$ cat config.mk
export PLATFORM = sky130hd
export DESIGN_NAME = ee_mux
export DESIGN_NICKNAME = d
export VERILOG_FILES = /design/src/rtl/ee_mux.sv
export SDC_FILE = /design/constraint.sdc
export NUM_CORES = 1
export LEC_CHECK = 0
export ABC_AREA = 1
export BUFFER_PORTS_ARGS = -buffer_cell sky130_fd_sc_hd__buf_2
export CELL_PAD_IN_SITES_DETAIL_PLACEMENT = 1
export CELL_PAD_IN_SITES_GLOBAL_PLACEMENT = 1
export CORE_ASPECT_RATIO = 1.2
export CORE_MARGIN = 3
export CORE_UTILIZATION = 22
export CTS_CLUSTER_DIAMETER = 200
export DETAILED_ROUTE_END_ITERATION = 7
export GPL_TIMING_DRIVEN = 0
export PLACE_DENSITY_LB_ADDON = 0.2
export SYNTH_ARGS = -nofsm -noshare
export SYNTH_HDL_FRONTEND = slang
export SYNTH_SLANG_ARGS = --single-unit
$ cat constraint.sdc
create_clock -name clk -period 2.15 [get_ports clk]
set_clock_uncertainty 0.2 [all_clocks]
set_input_delay 0.645 -clock clk [delete_from_list [all_inputs] [get_ports clk]]
set_output_delay 0.645 -clock clk [all_outputs]
set_load 0.01 [all_outputs]
$ cat src/rtl/ee_mux.sv
module ee_mux #(
  parameter int WIDTH    = 8,
  parameter int ANTI_MAX = 3
) (
  input  logic             clk,
  input  logic             rst_n,
  input  logic             sel_valid,
  input  logic             sel_bit,
  output logic             sel_stop,
  input  logic             lft_valid,
  input  logic [WIDTH-1:0] lft_data,
  output logic             lft_stop,
  input  logic             rgt_valid,
  input  logic [WIDTH-1:0] rgt_data,
  output logic             rgt_stop,
  output logic             out_valid,
  output logic [WIDTH-1:0] out_data,
  input  logic             out_stop
);
  localparam int CW = $clog2(ANTI_MAX + 1);
  localparam logic [CW-1:0] CMAX = CW'(ANTI_MAX);

  logic [CW-1:0] lft_cnt, rgt_cnt;
  logic lft_kill, rgt_kill, lft_live, rgt_live;
  logic chosen_ok, blocked, fire;
  logic lft_inc, lft_dec, rgt_inc, rgt_dec;

  assign lft_kill  = lft_cnt != '0;
  assign rgt_kill  = rgt_cnt != '0;
  assign lft_live  = lft_valid && !lft_kill;
  assign rgt_live  = rgt_valid && !rgt_kill;
  assign chosen_ok = sel_bit ? lft_live : rgt_live;
  assign blocked   = sel_bit ? (rgt_cnt == CMAX) : (lft_cnt == CMAX);

  assign out_valid = sel_valid && chosen_ok && !blocked;
  assign out_data  = sel_bit ? lft_data : rgt_data;
  assign fire      = out_valid && !out_stop;

  assign sel_stop  = !fire;
  assign lft_stop  = !lft_kill && !fire;
  assign rgt_stop  = !rgt_kill && !fire;

  assign lft_inc = fire && !sel_bit && !lft_live;
  assign rgt_inc = fire &&  sel_bit && !rgt_live;
  assign lft_dec = lft_valid && lft_kill;
  assign rgt_dec = rgt_valid && rgt_kill;

  always_ff @(posedge clk) begin
    if (!rst_n) begin
      lft_cnt <= '0;
      rgt_cnt <= '0;
    end else begin
      case ({lft_inc, lft_dec})
        2'b10:   lft_cnt <= lft_cnt + 1'b1;
        2'b01:   lft_cnt <= lft_cnt - 1'b1;
        default: lft_cnt <= lft_cnt;
      endcase
      case ({rgt_inc, rgt_dec})
        2'b10:   rgt_cnt <= rgt_cnt + 1'b1;
        2'b01:   rgt_cnt <= rgt_cnt - 1'b1;
        default: rgt_cnt <= rgt_cnt;
      endcase
    end
  end

  AST_CNT_BOUND: assert property (@(posedge clk) disable iff (!rst_n)
    (lft_cnt <= CMAX) && (rgt_cnt <= CMAX));
  AST_KILL_NO_STOP: assert property (@(posedge clk) disable iff (!rst_n)
    ((lft_cnt != '0) |-> !lft_stop) and ((rgt_cnt != '0) |-> !rgt_stop));
  AST_NO_SPURIOUS: assert property (@(posedge clk) disable iff (!rst_n)
    out_valid |-> sel_valid);
  AST_SEL_WITH_OUT: assert property (@(posedge clk) disable iff (!rst_n)
    (sel_valid && !sel_stop) |-> (out_valid && !out_stop));
  AST_DEBT_PAID: assert property (@(posedge clk) disable iff (!rst_n)
    (lft_valid && lft_cnt != '0 && !(fire && !sel_bit)) |=> lft_cnt == $past(lft_cnt) - 1'b1);
endmodule

# Yosys cells after proc, flatten, opt, wreduce, memory -nomap -nowiden
# Cells that the tools add are included.
# word_totals
regBits,4
input_bits,23
# classes
n_addsub,4
n_eq_ne,6
muxes,5
reduce_logical,25
# op_table
operator,count
$logic_and A1 B1 Y1,13
$eq A2 B2 Y1 const B,4
$logic_not A1 Y1,8
$mux W8,1
$pmux W2 S2,2
$reduce_bool A2 Y1,4
$add A2 B1 Y2 const B,2
$eq A2 B1 Y1 const B,2
$sub A2 B1 Y2 const B,2
$mux W1,2

# Logic depth before layout (Yosys ltp)
# Gate-level depths: netlist (run 1).
# logic_depth
word_depth,11
ltp_mapped,12
mapped_depth_nobuf,12

# Worst setup path before layout (run 1)
# No wires, ideal clock.
# synth_timing
kind,input-to-output
start,in sel_bit
end,out lft_stop
t_arrival_ps,1237
t_required_ps,1305
path_slack_ps,68
stages,7
n_path_buf,1
cell_sequence,buf_6 a21oi_2 nand2_1 nand2_2 nand3_2 nand2_1 inv_1
# synth_via
elab_chain_cells,6
elab_cells_between_ends,8
# synth_lines
item,line,text
"start, declared",8,"input logic sel_bit,"
"$mux W1, on equally long branches","32, 33",
$logic_and A1 B1 Y1 or $logic_not A1 Y1 (tied branches),35,assign out_valid = sel_valid && chosen_ok && !blocked;
$logic_and A1 B1 Y1 *,35,
$logic_and A1 B1 Y1 *,37,assign fire = out_valid && !out_stop;
$logic_not A1 Y1 *,--,
net sel_stop,9,"output logic sel_stop,"
$logic_and A1 B1 Y1 *,40,assign lft_stop = !lft_kill && !fire;
"end, declared",12,"output logic lft_stop,"
# Mark *: on every way through the listed nets, which the timed path passes. The rest lies on a longest branch.

# Worst setup path after layout (run 1)
# layout_timing
start,in sel_bit
end,out out_valid
# layout_via
elab_chain_cells,3
elab_cells_between_ends,5
# layout_lines
item,line,text
"$mux W1, on equally long branches","32, 33",
$logic_and A1 B1 Y1 or $logic_not A1 Y1 (tied branches),35,
$logic_and A1 B1 Y1 *,35,
"end, declared",16,"output logic out_valid,"
# Every way passes the cells marked *; elsewhere a longest branch is shown, timed or not.

==> reports/results.ini, run 1 <==
[run_status]
status = finished, violations left
violations = negative setup slack

[synth]
yosys-top-cells-area = nand2_1 28%, dfxtp_1 19%, inv_1 7.9%
synth.most_common_cell = nand2_1
synth_top_family_by_area = simple AND/OR/NAND/NOR gates
synth_top_flop_cell = dfxtp_1
synth_compound_area_share_pct = 14.4
yosysTopAreaCell = nand2_1
async_flop_share_pct = 0
synth_nets = 103
synthXorXnorAreaFrac_pct = 0
post-synth-top-area-fraction_pct = 28.2
yosysUniqueCellTypes = 15
synthSimpleGateAreaFrac_pct = 47.8
synth.area.mux_share_pct = 0
yosysSeqAreaShare_pct = 18.8
netlist_area_um2 = 427
yosys.area_share.adder_pct = 5.87
synth_edf_count = 0
netlist_instances = 78
ys_ff_latch = 4
syn_area_per_cell_um2 = 5.47
yosysWarningCount = 0
synth_commonest_cells = 32 x nand2_1, 9 x inv_1, 8 x nor2_1, 5 x a21oi_1

[clock_network]
ctsHoldBuffers = 0
clock_insertion_delay_worst_skew_ns = 0.24
clk_path_buf_depth = 2
ctsRootBufferMaster = clkbuf_4
cts_tree = yes
cts_made_buffers = 3
clock-sinks = 4
cts_max_level = 1
path_clk_slew_ns = 0.04

[cells_and_area]
layout.nets = 146
layout-area-overhead-vs-synth_pct = 70.1
diodes = 0
layout-drive-gt1-share_pct = 48.7
fin_cells = 137

[critical_path]
worstPathMaxFanout = 2
cp-end-kind = primary output
slowest_delay_ns = 0.15
crit_path_start_kind = input pin
crit_required_ns = 1.30
path_cells = buf_8 > buf_6 > a21oi_2 > nand2_1 > buf_4 > a21boi_1 > buf_2
r2r_slack_ns = 0.16
crit_slowest_cell = buf_2
arrival_ns = 1.44
path_class = input pin to primary output

[timing]
setup_violations = 4
hold_ws_ns = 0.318
maxSlewHeadroom_pct = 86.1
tightest_slew_ns = 0.207
tns_ns = -0.342
rsz0062_at_grt = true
post-route-min-period_ns = 2.28
clock.fmax_mhz = 438
post-route-period-util_pct = 106
hold_viol = 0
fin_ws_ns = -0.131
drv_slew = 0

[global_routing]
grt_usage_pct = 13.2
grt_max_degree = 11
grt_overflow = 0
grt_pass1_wl_mm = 2.45
met2_usage_pct = 25.0
grt_pass1_vias = 657
antenna_found_initial = 0
grtUsageMet3_pct = 3.29
use_met1_pct = 12.7
grt.busiest_layer = met2

[drt]
wire_per_inst_um = 10.5
drt-initial-drc-count = 3
totalWireLength_mm = 1.43
via_per_inst = 4.58
first_pass_iters = 3
ant_nets = 0
num_vias = 627
drc_errors = 0

[flow_run]
cap_violations = 0

[place]
dp.final_hpwl_mm = 1.12
port_buffers = 34
numPlacedInstances = 130
gp_congestion = 0.647

[floorplanning]
fp-row-count = 16
ios = 35
die_h_um = 54.2
die_area_um2 = 2510
core_um2 = 1720
start_util_pct = 24.8
die_w_um = 46.2

[power_and_ir_drop]
ir_worst_vdd_uv = 259
power_density_nw_per_um2 = 419
p_leak_nw = 0.392

[worst_hold_path]
hp-class = flip-flop to flip-flop

## path summary, 6_finish.rpt
check             startpoint    endpoint  depth (start not counted)
setup / recovery     sel_bit   out_valid                          7
hold / removal    rgt_cnt[1]  rgt_cnt[1]                          2
setup reg to reg  rgt_cnt[0]  lft_cnt[1]                         13
hold reg to reg   rgt_cnt[1]  rgt_cnt[1]                          2
## placed cells by master, fill, tap and decap left out
| master | instances |
|---|---|
| buf_8 | 1 |
| buf_4 | 4 |
| nand2_1 | 31 |
| ha_4 | 2 |
| a21oi_1 | 4 |
| inv_1 | 9 |
| o21ai_1 | 3 |
| buf_6 | 1 |
| nand4_1 | 2 |
| inv_4 | 1 |
| a21boi_1 | 1 |
| nor2_4 | 1 |
| buf_2 | 33 |
| inv_2 | 2 |
| a21oi_2 | 2 |
| dfxtp_1 | 4 |
| nand2_2 | 4 |
| nor2_2 | 3 |
| nand3_2 | 1 |
| clkbuf_4 | 3 |
| nor2_1 | 6 |
| o21ai_0 | 1 |
## where the power goes
| group | leakage (nW) | internal (mW) | switching (mW) |
|---|---|---|---|
| Clock | 0.0138 | 0.0625 | 0.0323 |
| Sequential | 0.0324 | 0.0778 | 0.00416 |
| Combinational | 0.346 | 0.0620 | 0.0650 |
| Total | 0.392 | 0.202 | 0.101 |
## per-stage QoR
stage	total power [mW]	utilization (%)	area [µm²]	worst slack, ns
global placement	0.188	36.0	619	-0.172
detailed placement	0.191	36.0	619	-0.189
floorplan	0.142	-	427	0.0680
finish	0.304	42.2	726	-0.131
global route	0.334	42.2	726	-0.187
CTS	0.302	39.5	681	-0.116
## kinds of logic (layout without fill, tap and decap cells)
family / Yosys count / in the layout
AND/OR/NAND/NOR: 48 / 48
buffers and inverters: 13 / 54
AO/OA/AOI/OAI: 11 / 11
flip-flops: 4 / 4
adder cells (fa/ha/maj): 2 / 2
## metal layers
metal	up-vias	wire, µm
li1	323	-
met1	279	530
met2	23	748
met3	2	138
met4	0	17
met5	-	0
## critical path, delay by kind of cell
kind	cells	cell delay, ns
AO/OA/AOI/OAI	2	0.22
buffers and inverters	4	0.49
AND/OR/NAND/NOR	1	0.08
## layout make-up
type / instances / area [µm²]
Multi-Input combinational cell: 61 / 332
Inverter: 12 / 47.5
Tap cell: 18 / 22.5
Timing Repair Buffer: 38 / 210
Sequential cell: 4 / 80.1
Buffer: 1 / 11.3
Fill cell: 248 / 996
Clock buffer: 3 / 22.5
## timing repair
action                     in CTS  in global routing
gates cloned                    0                  0
buffers inserted                3                  1
setup endpoints to repair       4                  8
pin swaps                       4                  5
gates resized for setup         5                 10
## registers in the layout, summed over array words and instances, names as in the netlist
name	flops
lft_cnt	2
rgt_cnt	2
No activity file was read; power rests on OpenSTA's default activity.
==> run 2: changes to the inputs <==
--- a/config.mk
+++ b/config.mk
@@ -19,3 +19,4 @@
 export SYNTH_ARGS = -nofsm -noshare
 export SYNTH_HDL_FRONTEND = slang
 export SYNTH_SLANG_ARGS = --single-unit
+export TNS_END_PERCENT = 30
==> run 2 against run 1 <==
The flow still finishes with violations (negative setup slack); worst setup slack improved by 0.030 ns; sequential power barely moved; sequential share of layout area is 0.27 points higher; fmax is 1.3% higher; die area unchanged; wire length fell by 1.1%; cell area down 2.4%; utilization decreased by 1.0 points; critical path depth grew 2; global-route usage unchanged; register-to-register slack better by 0.02 ns; count of clock-buffer cells in the layout stayed put; largest power group unchanged.
==> reports/results.ini, run 2 (synthesized netlist as in run 1, its figures left out) <==
[run_status]
status = finished, violations left
violations = negative setup slack

[timing]
drv_slew = 0
hold_viol = 0
post-route-min-period_ns = 2.25
hold_ws_ns = 0.313
post-route-period-util_pct = 105
fin_ws_ns = -0.101
setup_violations = 4
tightest_slew_ns = 0.208
rsz0062_at_grt = true
maxSlewHeadroom_pct = 86.1
clock.fmax_mhz = 444

[global_routing]
grt_usage_pct = 13.2
grt_overflow = 0
antenna_found_initial = 0
grt_max_degree = 11
grt_pass1_wl_mm = 2.45
grt_pass1_vias = 657

[floorplanning]
die_w_um = 46.2
die_area_um2 = 2510
die_h_um = 54.2
start_util_pct = 24.8
core_um2 = 1720
fp-row-count = 16
ios = 35

[cells_and_area]
diodes = 0
layout-drive-gt1-share_pct = 46.6
final_common_cell = buf_2
layout-area-overhead-vs-synth_pct = 66.0
reg_top3 = lft_cnt (2), rgt_cnt (2)
layout.nets = 145
nFillCells = 253
final_cell_mix = 33 x buf_2, 32 x nand2_1, 9 x inv_1

[place]
port_buffers = 34
gp_congestion = 0.647
place_ws_ns = -0.189
dp.final_hpwl_mm = 1.12

[clock_network]
cts_tree = yes
cts_max_level = 1
ctsRootBufferMaster = clkbuf_4
cts_made_buffers = 3
ctsHoldBuffers = 0
clk_path_buf_depth = 2
clock_insertion_delay_worst_skew_ns = 0.24
clock-sinks = 4
path_clk_slew_ns = 0.04

[power_and_ir_drop]
ir_worst_vdd_uv = 259
p_leak_nw = 0.386
power_density_nw_per_um2 = 421

[drt]
first_pass_iters = 3
via_per_inst = 4.61
ant_nets = 0
num_vias = 627
drt-initial-drc-count = 2
drc_errors = 0
totalWireLength_mm = 1.42
wire_per_inst_um = 10.4

[critical_path]
crit_required_ns = 1.30
path_cells = buf_8 > buf_6 > a21oi_2 > nand2_1 > nand2_2 > nand3_2 > nand2_1 > inv_1 > buf_2
crit_path_start_kind = input pin
worstPathMaxFanout = 3
r2r_slack_ns = 0.18
slowest_delay_ns = 0.13
cp-end-kind = primary output
crit_top_cell = nand2_1
arrival_ns = 1.41
crit_slowest_cell = buf_2
path_class = input pin to primary output

[flow_run]
cap_violations = 0

[worst_hold_path]
hp-class = flip-flop to flip-flop

-- run 2: changes by cell type in the layout (fill, tap and decap cells not counted) --
cell	previous run	this run
a21boi_0	0	1
nor2_1	6	7
buf_4	4	3
o21ai_0	1	3
o21ai_1	3	1
a21boi_1	1	0
nor2_4	1	0
nand2_2	4	3
nand2_1	31	32
-- run 2: what timing repair did --
action | 4_1_cts | 5_1_grt
gates resized for setup | 5 | 4
pin swaps | 4 | 1
cloned | 0 | 0
endpoints found under the hold margin | 0 | 0
setup buffers | 3 | 0
setup endpoints to repair | 4 | 8
-- run 2: final timing paths --
path,startpoint,to,depth (start not counted)
setup / recovery,sel_bit,lft_stop,9
hold / removal,rgt_cnt[1],rgt_cnt[1],2
setup reg to reg,lft_cnt[1],rgt_cnt[1],13
hold reg to reg,rgt_cnt[1],rgt_cnt[1],2
-- run 2: power breakdown --
part	switching, mW	internal, mW
registers	0.00394	0.0778
clock network	0.0322	0.0625
logic	0.0629	0.0589
-- run 2: stage by stage --
stage	instances	power, mW	utilization (%)	instance area [µm²]	setup TNS (ns)
after global routing	136	0.329	41.1	708	-0.774
after floorplan	78	0.142	-	427	0
after CTS	136	0.302	39.5	681	-0.293
after global placement	130	0.188	36.0	619	-0.812
after detailed placement	130	0.191	36.0	619	-0.892
final	136	0.298	41.1	708	-0.290
-- run 2: layout make-up --
cell class	count	area, µm²	area share (%)
Multi-Input combinational cell	61	322	45.4
Timing Repair Buffer	37	203	28.6
Sequential cell	4	80.1	11.3
Inverter	12	47.5	6.71
Clock buffer	3	22.5	3.18
Tap cell	18	22.5	3.18
Buffer	1	11.3	1.59
-- run 2: metal layers --
metal,track usage (%),up-vias,routed length [µm]
met5,0,-,0
met4,7.11,0,17
met3,3.29,2,138
met2,25.0,23,736
met1,12.7,281,526
li1,-,321,-
-- run 2: worst max-delay path, delay by kind of cell --
family	cells	cell delay [ns]
AO/OA/AOI/OAI	1	0.09
buffers and inverters	4	0.37
AND/OR/NAND/NOR	4	0.30
==> run 3: changes to the inputs <==
--- a/config.mk
+++ b/config.mk
@@ -5,17 +5,17 @@
 export SDC_FILE = /design/constraint.sdc
 export NUM_CORES = 1
 export LEC_CHECK = 0
-export ABC_AREA = 1
 export BUFFER_PORTS_ARGS = -buffer_cell sky130_fd_sc_hd__buf_2
 export CELL_PAD_IN_SITES_DETAIL_PLACEMENT = 1
 export CELL_PAD_IN_SITES_GLOBAL_PLACEMENT = 1
 export CORE_ASPECT_RATIO = 1.2
 export CORE_MARGIN = 3
-export CORE_UTILIZATION = 22
+export CORE_UTILIZATION = 24
 export CTS_CLUSTER_DIAMETER = 200
 export DETAILED_ROUTE_END_ITERATION = 7
 export GPL_TIMING_DRIVEN = 0
 export PLACE_DENSITY_LB_ADDON = 0.2
+export RECOVER_POWER = 50
 export SYNTH_ARGS = -nofsm -noshare
 export SYNTH_HDL_FRONTEND = slang
 export SYNTH_SLANG_ARGS = --single-unit
==> run 3 against run 2 <==
The flow still finishes with violations (negative setup slack); fmax decreased by 3.9%; combinational power decreased by 18%; first-iteration DRC count decreased by 50%; clock power decreased by 1%; cell count decreased by 23%; flip-flop and latch count unchanged; wire length decreased by 11%; global-route usage decreased by 1.1 points; sequential power decreased by 0.6%; cell area increased by 2.1%; critical path depth decreased by 4.
==> reports/results.ini, run 3 <==
[worst_hold_path]
hp-class = flip-flop to flip-flop
worstHoldStart = lft_cnt[1]
hold_end = lft_cnt[1]
hold_depth = 2

[timing]
fin_ws_ns = -0.192
post-route-min-period_ns = 2.34
setup_violations = 14
rsz0062_at_grt = true
clock.fmax_mhz = 427
hold_viol = 0
tightest_slew_ns = 0.413
drv_slew = 0
hold_ws_ns = 0.366
maxSlewHeadroom_pct = 72.2
post-route-period-util_pct = 109

[power_and_ir_drop]
p_leak_nw = 0.315
internal_power_mw = 0.197
clockPowerShare_pct = 34.0
power_frac_comb_pct = 36.4
p_sw_mw = 0.0774
ir_worst_vdd_uv = 317
power_density_nw_per_um2 = 380
power.share.switching_pct = 28.2
p_seq_share_pct = 29.6

[synth]
synth.most_common_cell = mux2_2
synth_commonest_cells = 6 x mux2_2, 4 x dfxtp_1, 4 x xnor2_1
netlist_instances = 48
yosysTopAreaCell = dfxtp_1
yosysWarningCount = 0
post-synth-top-area-fraction_pct = 18.8
ys_ff_latch = 4
syn_area_per_cell_um2 = 8.89
netlist_area_um2 = 427
synth_top_flop_cell = dfxtp_1
synth_nets = 73
synth_edf_count = 0
yosysUniqueCellTypes = 24
yosysSeqAreaShare_pct = 18.8
yosys-top-cells-area = dfxtp_1 19%, mux2_2 16%, xnor2_1 8.2%
async_flop_share_pct = 0

[drt]
num_vias = 530
via_per_inst = 5.05
ant_nets = 0
drc_errors = 0
wire_per_inst_um = 12.0
totalWireLength_mm = 1.26
first_pass_iters = 3
drt-initial-drc-count = 1

[cells_and_area]
final_common_cell = buf_2
layout-drive-gt1-share_pct = 65.5
regArea_um2 = 82.6
layout.nets = 114
reg_top3 = lft_cnt (2), rgt_cnt (2)
final_area_um2 = 723
diodes = 0
final_cell_mix = 31 x buf_2, 6 x mux2_2, 4 x buf_6, 4 x xnor2_1, 3 x clkbuf_4
nFillCells = 216
layout-area-overhead-vs-synth_pct = 69.5
multi_input_area_um2 = 377

[floorplanning]
fp-row-count = 16
die_h_um = 52.2
die_area_um2 = 2320
die_w_um = 44.5
ios = 35
core_um2 = 1660
start_util_pct = 25.7

[critical_path]
path_class = input pin to primary output
slowest_delay_ns = 0.26
cp-end-kind = primary output
reg2reg_from = rgt_cnt[1]
crit_required_ns = 1.30
arrival_ns = 1.50
path_cells = buf_6 > nand3b_1 > nor4_4 > a2111oi_2 > buf_2
cpLargestDelayFamily = simple AND/OR/NAND/NOR gates
crit_slowest_cell = nor4_4
r2r-end = rgt_cnt[1]
worst-path-buf-inv = 2
r2r_slack_ns = -0.03
crit_path_start_kind = input pin
worstPathMaxFanout = 4
r2r_cells = 6

[clock_network]
cts_made_buffers = 3
clk_path_buf_depth = 2
path_clk_slew_ns = 0.04
cts_max_level = 1
clock_insertion_delay_worst_skew_ns = 0.23
cts_tree = yes
ctsRootBufferMaster = clkbuf_4
clock-sinks = 4

[place]
place_area_um2 = 624
dp.final_hpwl_um = 986
gp_congestion = 0.610
port_buffers = 34
place_ws_ns = -0.327

[run_status]
status = finished, violations left
violations = negative setup slack

[global_routing]
grt_usage_pct = 12.1
grt_pass1_vias = 497
grt_pass1_wl_mm = 2.13
grt_overflow = 0
antenna_found_initial = 0
grt_max_degree = 11

[flow_run]
cap_violations = 0

## run 3: cell count changes in the layout (fill, tap and decap cells not counted), moves of 3 or more
cell	before	now
nand2_1	32	1
buf_6	1	4
inv_1	9	1
nor2_1	7	2
mux2_2	0	6
a21oi_1	4	0
nor2_2	3	0
xnor2_1	0	4
## run 3: worst max path at each step
stage               start    endpoint  slack [ns]  cells after the start
2_1_floorplan   lft_valid    rgt_stop       -0.09                      3
3_3_place_gp      sel_bit  lft_cnt[1]       -0.32                      7
3_5_place_dp      sel_bit  lft_cnt[1]       -0.33                      7
4_1_cts        rgt_cnt[1]    lft_stop       -0.19                      4
5_1_grt           sel_bit    lft_stop       -0.29                      5
6_report          sel_bit    lft_stop       -0.19                      5
## run 3: kinds of logic after synthesis
kind of cell / count (synthesis) / synth area share [%]
AOI/OAI and AO/OA: 8 / 13.5
xor gates and xnor gates: 4 / 8.21
buffers and inverters: 2 / 2.05
DFF: 4 / 18.8
and+or+nand+nor: 20 / 30.5
muxes: 8 / 21.1
adders and majority gates: 2 / 5.86
## run 3: timing repair
item | 4_1_cts | 5_1_grt
hold buffers | 0 | 0
buffers inserted | 1 | 1
endpoints found under the setup margin | 14 | 15
gates resized for setup | 11 | 1
pin swaps | 7 | 0
## run 3: power groups by stage
stage | Clock, mW | Combinational, mW | Sequential [mW]
4_1_cts | 0.0988 | 0.0993 | 0.0813
2_1_floorplan | 0 | 0.0477 | 0.0807
5_1_grt | 0.108 | 0.111 | 0.0817
3_3_place_gp | 0 | 0.0882 | 0.0816
6_report | 0.0934 | 0.0999 | 0.0812
3_5_place_dp | 0 | 0.0896 | 0.0816
## run 3: final cells by class
cell class	count	area share (%)
Timing Repair Buffer	36	28.2
Clock buffer	3	3.11
Sequential cell	4	11.4
Inverter	1	0.519
Tap cell	18	3.11
Buffer	1	1.56
Multi-Input combinational cell	42	52.1
## run 3: metal layers
metal	GRT usage [%]	wire, µm	vias to the layer above	share of wire (%)
met3	4.47	188	3	15
met2	20.6	584	33	46
met1	12.2	464	238	37
met4	7.54	25	0	2.0
met5	0	0	-	0
li1	-	-	256	-
## run 3: worst reg2reg max path, delay by kind of cell (launching register included)
family	cells	cell delay, ns
flops	1	0.37
simple gates	4	1.06
fa+ha+maj	1	0.36
compound gates	1	0.13
## run 3: through the flow
| stage | std cells | TNS, ns | util [%] | total power, mW |
|---|---|---|---|---|
| global placement | 100 | -3.14 | 37.6 | 0.170 |
| finish | 105 | -1.03 | 43.5 | 0.274 |
| floorplan | 48 | -0.165 | - | 0.128 |
| global route | 105 | -2.12 | 43.5 | 0.300 |
| CTS | 104 | -1.32 | 42.8 | 0.279 |
| detailed placement | 100 | -3.18 | 37.6 | 0.171 |
